==> src/rtl/dci_pkg.sv <==
package dci_pkg;
   typedef enum logic [1:0] {
      CH_IDLE  = 2'd0,
      CH_RUN   = 2'd1,
      CH_FETCH = 2'd2
   } ch_state_e;
endpackage

==> src/rtl/dci_channel.sv <==
module dci_channel
   import dci_pkg::*;
#(
   parameter int CW      = 16,
   parameter int PW      = 20,
   parameter int PCI_BIT = 19
)(
   input  logic          clk,
   input  logic          rst_n,
   input  logic          start,
   input  logic [CW-1:0] st_count,
   input  logic [PW-1:0] st_ptr,
   input  logic          strb,
   input  logic          desc_valid,
   input  logic [CW-1:0] desc_count,
   input  logic [PW-1:0] desc_ptr,
   output logic          active,
   output logic [CW-1:0] count,
   output logic          ev,
   output logic          desc_req,
   output logic [PW-1:0] desc_addr
);
   localparam logic [PW-1:0] FLAG_MASK = {{(PW-1){1'b0}}, 1'b1} << PCI_BIT;
   localparam logic [PW-1:0] ADDR_MASK = ~FLAG_MASK;

   ch_state_e     state;
   logic [CW-1:0] cnt;
   logic [PW-1:0] ptr;
   logic          last_blk, pci, done;

   assign last_blk  = (ptr & ADDR_MASK) == '0;
   assign pci       = ptr[PCI_BIT];
   assign done      = (state == CH_RUN) && ((cnt == '0) || ((cnt == CW'(1)) && strb));
   assign ev        = ((state == CH_IDLE) && strb) || (done && (last_blk || pci));
   assign active    = state != CH_IDLE;
   assign count     = cnt;
   assign desc_req  = state == CH_FETCH;
   assign desc_addr = ptr & ADDR_MASK;

   always_ff @(posedge clk) begin
      if (!rst_n) begin
         state <= CH_IDLE;
         cnt   <= '0;
         ptr   <= '0;
      end else begin
         case (state)
            CH_IDLE: if (start) begin
               cnt   <= st_count;
               ptr   <= st_ptr;
               state <= CH_RUN;
            end
            CH_RUN: if (done) begin
               cnt   <= '0;
               state <= last_blk ? CH_IDLE : CH_FETCH;
            end else if (strb) begin
               cnt <= cnt - CW'(1);
            end
            CH_FETCH: if (desc_valid) begin
               cnt   <= desc_count;
               ptr   <= desc_ptr;
               state <= CH_RUN;
            end
            default: state <= CH_IDLE;
         endcase
      end
   end

   assert_dec_R2: assert property (@(posedge clk) disable iff (!rst_n)
      (state == CH_RUN && strb && cnt > CW'(1)) |=> (count == $past(count) - CW'(1)));

   assert_final_idle_R3: assert property (@(posedge clk) disable iff (!rst_n)
      (done && last_blk) |=> !active);

   assert_enter_fetch_R4: assert property (@(posedge clk) disable iff (!rst_n)
      (done && !last_blk) |=> (desc_req && active));

   assert_fetch_hold_R6: assert property (@(posedge clk) disable iff (!rst_n)
      (desc_req && !desc_valid) |=> (desc_req && active && $stable(count)));
endmodule

==> src/rtl/dci_latch.sv <==
module dci_latch #(
   parameter int NCH = 4
)(
   input  logic           clk,
   input  logic           rst_n,
   input  logic [NCH-1:0] set,
   input  logic [NCH-1:0] clr,
   output logic [NCH-1:0] lat,
   output logic           irq
);
   always_ff @(posedge clk) begin
      if (!rst_n) lat <= '0;
      else        lat <= (lat & ~clr) | set;
   end

   assign irq = |lat;

   assert_set_wins_R8: assert property (@(posedge clk) disable iff (!rst_n)
      (|set) |=> ((lat & $past(set)) == $past(set)));

   assert_clear_R8: assert property (@(posedge clk) disable iff (!rst_n)
      (|(clr & ~set)) |=> ((lat & $past(clr & ~set)) == '0));

   assert_sticky_R8: assert property (@(posedge clk) disable iff (!rst_n)
      (|lat) |=> ((($past(lat) & ~$past(clr)) & ~lat) == '0));
endmodule

==> src/rtl/dma_chain_irq_ctrl.sv <==
module dma_chain_irq_ctrl #(
   parameter int NCH     = 4,
   parameter int CW      = 16,
   parameter int PW      = 20,
   parameter int PCI_BIT = 19,
   parameter int AW      = $clog2(NCH + 2),
   parameter int DW      = CW + PW + 1
)(
   input  logic              clk,
   input  logic              rst_n,
   input  logic              wr_en,
   input  logic [AW-1:0]     wr_addr,
   input  logic [DW-1:0]     wr_data,
   input  logic [AW-1:0]     rd_addr,
   output logic [DW-1:0]     rd_data,
   input  logic [NCH-1:0]    buf_strb,
   output logic [NCH-1:0]    desc_req,
   output logic [NCH*PW-1:0] desc_addr,
   input  logic [NCH-1:0]    desc_valid,
   input  logic [NCH*CW-1:0] desc_count,
   input  logic [NCH*PW-1:0] desc_ptr,
   output logic [NCH-1:0]    irq_vec,
   output logic              irq
);
   localparam int EN_BIT  = CW + PW;
   localparam int CLR_ADR = NCH;

   initial begin
      assert (PCI_BIT >= 0 && PCI_BIT < PW) else $error("PCI_BIT outside pointer");
      assert (DW == CW + PW + 1) else $error("DW must equal CW+PW+1");
      assert (AW >= $clog2(NCH + 2)) else $error("AW too narrow");
      assert (NCH >= 1 && NCH <= DW) else $error("NCH out of range");
   end

   logic [NCH-1:0] start_v, active_v, ev_v, clr_v;
   logic [CW-1:0]  cnt_v [NCH];

   assign clr_v = (wr_en && wr_addr == AW'(CLR_ADR)) ? wr_data[NCH-1:0] : '0;

   for (genvar i = 0; i < NCH; i++) begin : g_ch
      assign start_v[i] = wr_en && (wr_addr == AW'(i)) && wr_data[EN_BIT];
      dci_channel #(.CW(CW), .PW(PW), .PCI_BIT(PCI_BIT)) u_ch (
         .clk        (clk),
         .rst_n      (rst_n),
         .start      (start_v[i]),
         .st_count   (wr_data[CW-1:0]),
         .st_ptr     (wr_data[CW+PW-1:CW]),
         .strb       (buf_strb[i]),
         .desc_valid (desc_valid[i]),
         .desc_count (desc_count[i*CW +: CW]),
         .desc_ptr   (desc_ptr[i*PW +: PW]),
         .active     (active_v[i]),
         .count      (cnt_v[i]),
         .ev         (ev_v[i]),
         .desc_req   (desc_req[i]),
         .desc_addr  (desc_addr[i*PW +: PW])
      );
   end

   dci_latch #(.NCH(NCH)) u_lat (
      .clk   (clk),
      .rst_n (rst_n),
      .set   (ev_v),
      .clr   (clr_v),
      .lat   (irq_vec),
      .irq   (irq)
   );

   always_comb begin
      rd_data = '0;
      if (rd_addr == AW'(0))      rd_data[NCH-1:0] = active_v;
      else if (rd_addr == AW'(1)) rd_data[NCH-1:0] = irq_vec;
      else begin
         for (int c = 0; c < NCH; c++)
            if (rd_addr == AW'(c + 2)) rd_data[CW-1:0] = cnt_v[c];
      end
   end
endmodule

==> config.mk <==
export PLATFORM = sky130hd
export DESIGN_NAME = dma_chain_irq_ctrl
export DESIGN_NICKNAME = d
export VERILOG_FILES = /design/src/rtl/dci_pkg.sv /design/src/rtl/dci_channel.sv /design/src/rtl/dci_latch.sv /design/src/rtl/dma_chain_irq_ctrl.sv
export SDC_FILE = /design/constraint.sdc
export NUM_CORES = 1
export LEC_CHECK = 0
export CORE_MARGIN = 1
export CORE_UTILIZATION = 65
export CTS_CLUSTER_DIAMETER = 50
export DETAILED_ROUTE_END_ITERATION = 6
export DONT_BUFFER_PORTS = 1
export PLACE_DENSITY = 0.89
export SLEW_MARGIN = 20
export SYNTH_ARGS = -nofsm -noshare
export SYNTH_HDL_FRONTEND = slang
export SYNTH_SLANG_ARGS = --single-unit
==> constraint.sdc <==
create_clock -name clk -period 5.49 [get_ports clk]
set_input_delay 0.549 -clock clk [delete_from_list [all_inputs] [get_ports clk]]
set_output_delay 0.549 -clock clk [all_outputs]
set_load 0.01 [all_outputs]
==> PnR_summary.wiki, run 1 <==
{| class="wikitable"
! Metric !! Value
|-
| Setup violators final || 0
|-
| # Post-CTS Setup Buffers || 0
|-
| Sequential area share after synthesis || 29.6%
|-
| Fraction of final layout cells with drive strength greater than 1 || 7.52%
|-
| Worst Tran Pin Value || 1.08 ns
|-
| Global routing usage on met3 || 12.9%
|-
| Sequential power share || 33.0%
|-
| Final WL || 33600 um
|-
| Type of element capturing the critical path || flip-flop
|-
| Combinational group share of total power || 51.6%
|-
| Tightest Hold Check Type || input port to flip-flop
|-
| Highest-utilization routing layer at the global route stage || met2
|-
| Clock Skews || 0.00890 ns
|-
| Most common cell after layout, fill and taps aside || sky130_fd_sc_hd__dfxtp_1
|-
| Number of enable flip-flop cells after synthesis || 0
|-
| Share of the cycle needed by the critical path after routing || 58.4%
|-
| Row Count || 46
|-
| Sort of element at the start of the critical path || flip-flop
|-
| Power per cell area || 723 nW/um^2
|-
| Met2 Resource Use GR || 63.8%
|-
| Std-Cell Core Area || 15800 sq um
|-
| Antenna viol nets, final || 0
|-
| Remaining DRCs || 0
|-
| Net Switching || 3.63 mW
|-
| Final global-route overflow total || 0
|-
| Layout Utilization || 65.5%
|-
| Met1 track demand over resource in global routing || 43.4%
|-
| Number of storage elements in the synthesis netlist || 156
|-
| Setup repair after global routing missed its margin || no
|-
| Vias in the first global route || 8759
|-
| CTS HTree Levels || 4
|-
| Clock root cell || sky130_fd_sc_hd__clkbuf_16
|-
| Maximum number of pins on one net before global-route repair || 91
|-
| Peak supply drop || 0.320 mV
|-
| Number of cells on the worst reg-to-reg path || 7
|-
| Internal || 3.86 mW
|-
| Worst-case register-to-register setup slack || 2.28 ns
|-
| Initial Util || 66.6%
|-
| Routed length per instance || 24.7 um
|-
| Vertical die dimension || 129 um
|-
| HPWL after DPL || 24700 um
|-
| Fraction of synthesis flops using an asynchronous set or reset pin || 0%
|-
| Maximum fanout count along the critical path || 39
|-
| Setup tns final || 0 ns
|-
| Post-synth design cell area || 10500 sq um
|-
| Buffers from clock root to sink, at most || 2
|-
| Required time at the endpoint of the critical path || 5.85 ns
|-
| Final layout net count || 1359
|-
| Leakage power total || 3.51 nW
|-
| Width of the chip || 129 um
|-
| Via count || 9488
|-
| Avg Inst Size Synth || 8.22 sq um
|-
| Number of hold-slack violations in the final timing report || 0
|-
| Total Die Area || 16700 sq um
|-
| Commonest non-fill, non-tap cells in the layout || sky130_fd_sc_hd__dfxtp_1 (156), sky130_fd_sc_hd__nor2_1 (138), sky130_fd_sc_hd__mux2i_1 (109)
|-
| # clock sinks || 156
|-
| Routability Congestion || 1.01
|-
| Cell count after synthesis || 1282
|-
| Headroom to the max-slew limit || 27.2%
|-
| Source-to-sink clock delay at the later pin of the worst-skew pair || 0.43 ns
|-
| Max-cap violation count || 0
|-
| CTS clk-pin slew, worst paths || 0.06 ns
|-
| Arrival time at the worst endpoint || 3.57 ns
|-
| Type of the worst setup path || flip-flop to flip-flop
|-
| Drt first-iter violations || 840
|-
| Number of cells upsized or downsized after cts || 0
|-
| Count of distinct cell types in the synthesized netlist || 69
|-
| Reg2reg end || g_ch[3].u_ch.count[9]
|-
| Worst Hold Path Cells || 1
|-
| Most common flop cell mapped by yosys || sky130_fd_sc_hd__dfxtp_1
|-
| Terminating pin of the worst hold path || u_lat.lat[1]
|-
| Critical Path Max Stage Delay || 0.75 ns
|-
| Total number of yosys warnings || 0
|-
| Time the worst path needs with I/O delays and setup || 3.21 ns
|-
| Critical Path Slowest Stage Cell || sky130_fd_sc_hd__nor2_1
|-
| Hold_buf cts || 0
|-
| Global-route wire length before repair || 49200 um
|-
| Worst min-delay path startpoint || rst_n
|-
| Number of buffers inserted during clock tree synthesis || 17
|-
| Fmax || 312 MHz
|-
| Top-Level Pins || 324
|-
| IO Port Bufs || 0
|-
| RR Startpoint || g_ch[3].u_ch.state[0]
|-
| Final Slew Violations || 0
|-
| Result of the run || finished clean
|-
| First-pass iteration count of the detailed router || 7
|-
| Critical-path cell list || inv_1 > ha_2 > nor2b_1 > nor3_1 > o21ai_1 > nor2_1 > a32o_1
|-
| Number of antenna violations at the first check in global routing || 3
|-
| Average via count per standard cell || 6.96
|-
| Area growth syn-to-layout || -1.65%
|-
| Relative contribution of the clock network to total power || 15.4%
|-
| TritonCTS clock tree || built
|-
| Fraction of power spent switching nets || 48.5%
|-
| Overall Global Routing Usage || 39.2%
|}
## power groups by stage
stage | sequential, mW | combinational [mW] | clock, mW
after global routing | 2.52 | 4.25 | 1.20
after CTS | 2.44 | 3.79 | 1.16
after global placement | 2.44 | 3.65 | 0
final | 2.47 | 3.87 | 1.15
after detailed placement | 2.46 | 3.76 | 0
after floorplan | 2.01 | 3.75 | 0
## cell usage after synthesis (4+ instances only)
| master | count | area [sq um] |
|---|---|---|
| sky130_fd_sc_hd__a211oi_1 | 82 | 616 |
| sky130_fd_sc_hd__a21o_1 | 6 | 45.0 |
| sky130_fd_sc_hd__a21oi_1 | 45 | 225 |
| sky130_fd_sc_hd__a22o_1 | 19 | 166 |
| sky130_fd_sc_hd__a22oi_1 | 15 | 113 |
| sky130_fd_sc_hd__a31oi_1 | 8 | 50.1 |
| sky130_fd_sc_hd__a32o_1 | 23 | 230 |
| sky130_fd_sc_hd__buf_1 | 13 | 48.8 |
| sky130_fd_sc_hd__buf_2 | 11 | 55.1 |
| sky130_fd_sc_hd__buf_4 | 106 | 796 |
| sky130_fd_sc_hd__clkbuf_1 | 65 | 244 |
| sky130_fd_sc_hd__dfxtp_1 | 156 | 3120 |
| sky130_fd_sc_hd__ha_1 | 28 | 350 |
| sky130_fd_sc_hd__inv_1 | 39 | 146 |
| sky130_fd_sc_hd__mux2i_1 | 109 | 1090 |
| sky130_fd_sc_hd__mux4_2 | 4 | 90.1 |
| sky130_fd_sc_hd__nand2_1 | 98 | 368 |
| sky130_fd_sc_hd__nand3_1 | 10 | 50.1 |
| sky130_fd_sc_hd__nand4_1 | 10 | 62.6 |
| sky130_fd_sc_hd__nand4b_1 | 4 | 35.0 |
| sky130_fd_sc_hd__nor2_1 | 140 | 526 |
| sky130_fd_sc_hd__nor3_1 | 13 | 65.1 |
| sky130_fd_sc_hd__nor4_1 | 37 | 231 |
| sky130_fd_sc_hd__o211ai_1 | 49 | 368 |
| sky130_fd_sc_hd__o21a_1 | 9 | 67.6 |
| sky130_fd_sc_hd__o21ai_0 | 34 | 170 |
| sky130_fd_sc_hd__o22ai_1 | 17 | 106 |
| sky130_fd_sc_hd__or2_2 | 24 | 150 |
| sky130_fd_sc_hd__or4_1 | 7 | 52.6 |
| sky130_fd_sc_hd__xnor2_1 | 24 | 210 |
| sky130_fd_sc_hd__xor2_1 | 19 | 166 |
## worst max-delay path by stage
stage / start / to / slack (ns) / depth (start not counted)
after detailed placement: g_ch[1].u_ch.state[0] / g_ch[1].u_ch.count[9] / 2.38 / 7
after global placement: g_ch[1].u_ch.state[0] / g_ch[1].u_ch.count[9] / 2.42 / 7
after floorplan: rd_addr[0] / rd_data[11] / 2.81 / 5
after CTS: g_ch[1].u_ch.state[0] / g_ch[1].u_ch.count[12] / 2.29 / 7
after global routing: g_ch[3].u_ch.state[0] / g_ch[3].u_ch.count[9] / 2.15 / 7
final: g_ch[3].u_ch.state[0] / g_ch[3].u_ch.count[9] / 2.28 / 7
## stage by stage
stage | hold slack [ns] | instances | cell area (sq um) | power (mW) | setup slack (ns)
2_1_floorplan | 0.466 | 1306 | 10600 | 5.76 | 2.81
3_5_place_dp | 0.490 | 1330 | 9800 | 6.22 | 2.38
4_1_cts | 0.239 | 1360 | 10400 | 7.40 | 2.29
5_1_grt | 0.256 | 1362 | 10400 | 7.97 | 2.15
6_report | 0.254 | 1363 | 10400 | 7.49 | 2.28
3_3_place_gp | 0.492 | 1330 | 9800 | 6.10 | 2.42
## critical path: cells and delay by family, from the launching register on
kind | cells | cell delay (ns)
adders and majority gates | 1 | 0.53
DFF | 1 | 0.40
buffers and inverters | 1 | 0.09
AOI/OAI and AO/OA | 2 | 0.63
and+or+nand+nor | 3 | 1.49
## final cells by class
| cell class | count | area [sq um] |
|---|---|---|
| inverters | 39 | 148 |
| well taps | 216 | 270 |
| repair buffers | 6 | 45.0 |
| multi-input cells | 913 | 6220 |
| clock buffers | 17 | 425 |
| flip-flops and latches | 156 | 3120 |
| clock inverters | 13 | 129 |
| diodes | 3 | 7.51 |
| fillers | 1280 | 5460 |
## cells by family (layout without fill, tap and decap cells)
logic type               count (synthesis)  count (layout)  share of synthesized area, %
AO/OA/AOI/OAI                          337             337                          23.2
XOR/XNOR                                43              43                          3.57
adder cells (fa/ha/maj)                 28              28                          3.32
buffers and inverters                  237              75                          12.5
flip-flops                             156             156                          29.6
multiplexers                           114             114                          11.3
other                                    1              28                        0.0356
AND/OR/NAND/NOR                        366             366                          16.4
## state kept, by name, summed over array words and instances (netlist names)
| register | count |
|---|---|
| u_lat.lat | 4 |
| g_ch.u_ch.count | 64 |
| g_ch.u_ch.state | 8 |
| g_ch.u_ch.ptr | 80 |
## metal layers
layer	vias to the layer above	wire length (um)
met4	0	2350
met3	142	3870
met2	670	15600
met5	-	0
li1	4263	-
met1	4413	11800
(Power assumes the default switching activity.)
==> run 2, diff against run 1 <==
==> constraint.sdc (replaced) <==
create_clock -name clk -period 3.3 [get_ports clk]
set_input_delay 0.33 -clock clk [delete_from_list [all_inputs] [get_ports clk]]
set_output_delay 0.33 -clock clk [all_outputs]
set_load 0.01 [all_outputs]
==> run 2 against run 1 <==
Register-to-register slack worse by 1.8 ns. Largest cell class unchanged. First-iteration DRC count grew 6.8%. Flip-flop and latch count did not move. Routed wire length fell by 1.6%. Critical path type unchanged. Cell count rose by 1.0%. Non-clock buffer count rose by 15. Clock power rose by 67%. Via count grew 0.26%.
==> PnR_summary.wiki, run 2 (synthesis results as in run 1) <==
{| class="wikitable"
! Metric !! Value
|-
| Number of buffers inserted during clock tree synthesis || 17 (unchanged)
|-
| Internal || 6.51 mW (+69%)
|-
| Vertical die dimension || 129 um (unchanged)
|-
| Vias in the first global route || 8858 (+1.1%)
|-
| Result of the run || finished clean
|-
| Share of the cycle needed by the critical path after routing || 84.8% (+26 points)
|-
| Top-Level Pins || 324 (unchanged)
|-
| Leakage power total || 3.59 nW (+2.3%)
|-
| Fraction of final layout cells with drive strength greater than 1 || 8.70% (+1.2 points)
|-
| Type of the worst setup path || flip-flop to flip-flop
|-
| Global-route wire length before repair || 48600 um (-1.1%)
|-
| Number of hold-slack violations in the final timing report || 0 (unchanged)
|-
| Worst hold-check slack || 0.0316 ns (-0.223 ns)
|-
| Initial Util || 66.6% (unchanged)
|-
| Number of flip-flops in the largest register || 80 (unchanged)
|-
| Source-to-sink clock delay at the later pin of the worst-skew pair || 0.43 ns (about the same)
|-
| First-pass iteration count of the detailed router || 6 (-1)
|-
| Remaining DRCs || 0 (unchanged)
|-
| Setup tns final || 0 ns (unchanged)
|-
| Area growth syn-to-layout || -0.630%
|-
| Clock root cell || sky130_fd_sc_hd__clkbuf_16
|-
| Required time at the endpoint of the critical path || 3.66 ns (-2.19 ns)
|-
| Fraction of power spent switching nets || 48.5% (about the same)
|-
| Fmax || 357 MHz (+15%)
|-
| Routability Congestion || 1.02 (+0.95%)
|-
| Final global-route overflow total || 0 (unchanged)
|-
| Register area || 3120 sq um (unchanged)
|-
| Time the worst path needs with I/O delays and setup || 2.80 ns (-0.410 ns)
|-
| TritonCTS clock tree || built
|-
| Drt first-iter violations || 897 (+6.8%)
|-
| Average via count per standard cell || 6.91 (-0.76%)
|-
| CTS HTree Levels || 4 (unchanged)
|-
| Type of element capturing the critical path || flip-flop
|-
| Sort of element at the start of the critical path || flip-flop
|-
| Overall Global Routing Usage || 38.6% (-0.54 points)
|-
| Via count || 9513 (+0.26%)
|-
| Row Count || 46 (unchanged)
|-
| Setup slack after layout || 0.502 ns (-1.78 ns)
|-
| Fillers || 1295 (+1.2%)
|-
| Width of the chip || 129 um (unchanged)
|-
| Std-Cell Core Area || 15800 sq um (unchanged)
|-
| Register containing the most flip-flops in the final layout || g_ch.u_ch.ptr
|-
| Antenna viol nets, final || 0 (unchanged)
|-
| Final layout net count || 1374 (+1.1%)
|-
| Multi-input gate area || 6210 sq um (about the same)
|-
| Final Slew Violations || 0 (unchanged)
|-
| Tightest Hold Check Type || input port to flip-flop
|-
| Sequential power share || 32.6% (-0.4 points)
|-
| Routed length per instance || 24.0 um (-2.6%)
|-
| Relative contribution of the clock network to total power || 15.2% (-0.2 points)
|-
| Number of antenna repair diodes || 0 (-3)
|-
| # clock sinks || 156 (unchanged)
|-
| Post-layout power || 12.6 mW (+68%)
|-
| Final WL || 33100 um (-1.6%)
|-
| Most common cell after layout, fill and taps aside || sky130_fd_sc_hd__dfxtp_1
|-
| Pre-CTS WS || 0.587 ns (-1.79 ns)
|-
| HPWL after DPL || 24700 um (about the same)
|-
| Max-cap violation count || 0 (unchanged)
|-
| Power per cell area || 1210 nW/um^2 (+67%)
|-
| CTS clk-pin slew, worst paths || 0.07 ns (about the same)
|-
| Clock Skews || 0.0128 ns (+0.00389 ns)
|-
| Worst Tran Pin Value || 1.10 ns (+0.0266 ns)
|-
| Total Die Area || 16700 sq um (unchanged)
|-
| Peak supply drop || 0.567 mV (+77%)
|-
| Setup violators final || 0 (unchanged)
|-
| Setup repair after global routing missed its margin || no
|-
| Maximum number of pins on one net before global-route repair || 89 (-2.2%)
|-
| IO Port Bufs || 0 (unchanged)
|-
| Commonest non-fill, non-tap cells in the layout || sky130_fd_sc_hd__dfxtp_1 (156), sky130_fd_sc_hd__nor2_1 (139), sky130_fd_sc_hd__mux2i_1 (109)
|-
| Hold_buf cts || 0 (unchanged)
|-
| Combinational group share of total power || 52.2% (+0.6 points)
|-
| Net Switching || 6.12 mW (+68%)
|-
| Maximum fanout count along the critical path || 12 (-69%)
|-
| Headroom to the max-slew limit || 26.2% (-1.1 points)
|-
| Buffers from clock root to sink, at most || 2 (unchanged)
|-
| # Post-CTS Setup Buffers || 0 (unchanged)
|-
| Arrival time at the worst endpoint || 3.16 ns (-0.41 ns)
|-
| Number of antenna violations at the first check in global routing || 0 (-3)
|-
| Number of cells upsized or downsized after cts || 0 (unchanged)
|}
[run 2: cell count changes in the layout (fill, tap and decap cells not counted), moves of 3 or more]
| cell | change |
|---|---|
| sky130_fd_sc_hd__buf_4 | +15 |
| sky130_fd_sc_hd__clkinv_2 | +3 |
| sky130_fd_sc_hd__diode_2 | -3 |
| sky130_fd_sc_hd__inv_6 | -3 |
[run 2: path summary, 6_finish.rpt]
| kind | from | to | slack, ns | cells after the start |
|---|---|---|---|---|
| hold / removal | rst_n | u_lat.lat[1] | 0.03 | 1 |
| hold reg to reg | g_ch[2].u_ch.ptr[19] | g_ch[2].u_ch.ptr[19] | 0.50 | 2 |
| setup reg to reg | g_ch[0].u_ch.count[4] | g_ch[0].u_ch.count[15] | 0.50 | 7 |
| setup / recovery | g_ch[0].u_ch.count[4] | g_ch[0].u_ch.count[15] | 0.50 | 7 |
[run 2: area by class of cell]
cell class	instances	share of cell area, %
tap	216	2.58
inverter	39	1.41
multi-input combinational	913	59.3
timing repair buffer	21	1.51
clock inverter	15	1.30
clock buffer	17	4.06
sequential	156	29.8
[run 2: per-layer routing]
| metal | part of all wire (%) | routed length [um] | vias up | GRT usage [%] |
|---|---|---|---|---|
| li1 | - | - | 4276 | - |
| met1 | 35 | 11500 | 4398 | 43.0 |
| met2 | 47 | 15400 | 668 | 63.5 |
| met3 | 11 | 3710 | 171 | 10.9 |
| met4 | 7.5 | 2480 | 0 | 28.0 |
| met5 | 0 | 0 | - | 0 |
[run 2: per-stage QoR]
step,util [%],cells,instance area [sq um]
after floorplan,-,1306,10600
after global placement,62.6,1345,9910
after detailed placement,62.6,1345,9910
after CTS,66.2,1377,10500
after global routing,66.2,1377,10500
final,66.2,1377,10500
[run 2: power groups by stage]
stage                     clock network, mW  registers (mW)  logic, mW
final                                  1.92            4.11       6.59
after floorplan                           0            3.34       6.24
after global placement                    0            4.07       6.16
after CTS                              1.92            4.06       6.44
after global routing                   1.99            4.19       7.20
after detailed placement                  0            4.10       6.39
[run 2: worst max-delay path: stages (launching register included)]
cell and delay, ns:
sky130_fd_sc_hd__dfxtp_1 0.37, sky130_fd_sc_hd__or4_1 0.68, sky130_fd_sc_hd__or2_4 0.33, sky130_fd_sc_hd__o21ai_4 0.33, sky130_fd_sc_hd__o21ai_0 0.33, sky130_fd_sc_hd__buf_4 0.28
sky130_fd_sc_hd__a21oi_1 0.18, sky130_fd_sc_hd__o221a_2 0.23
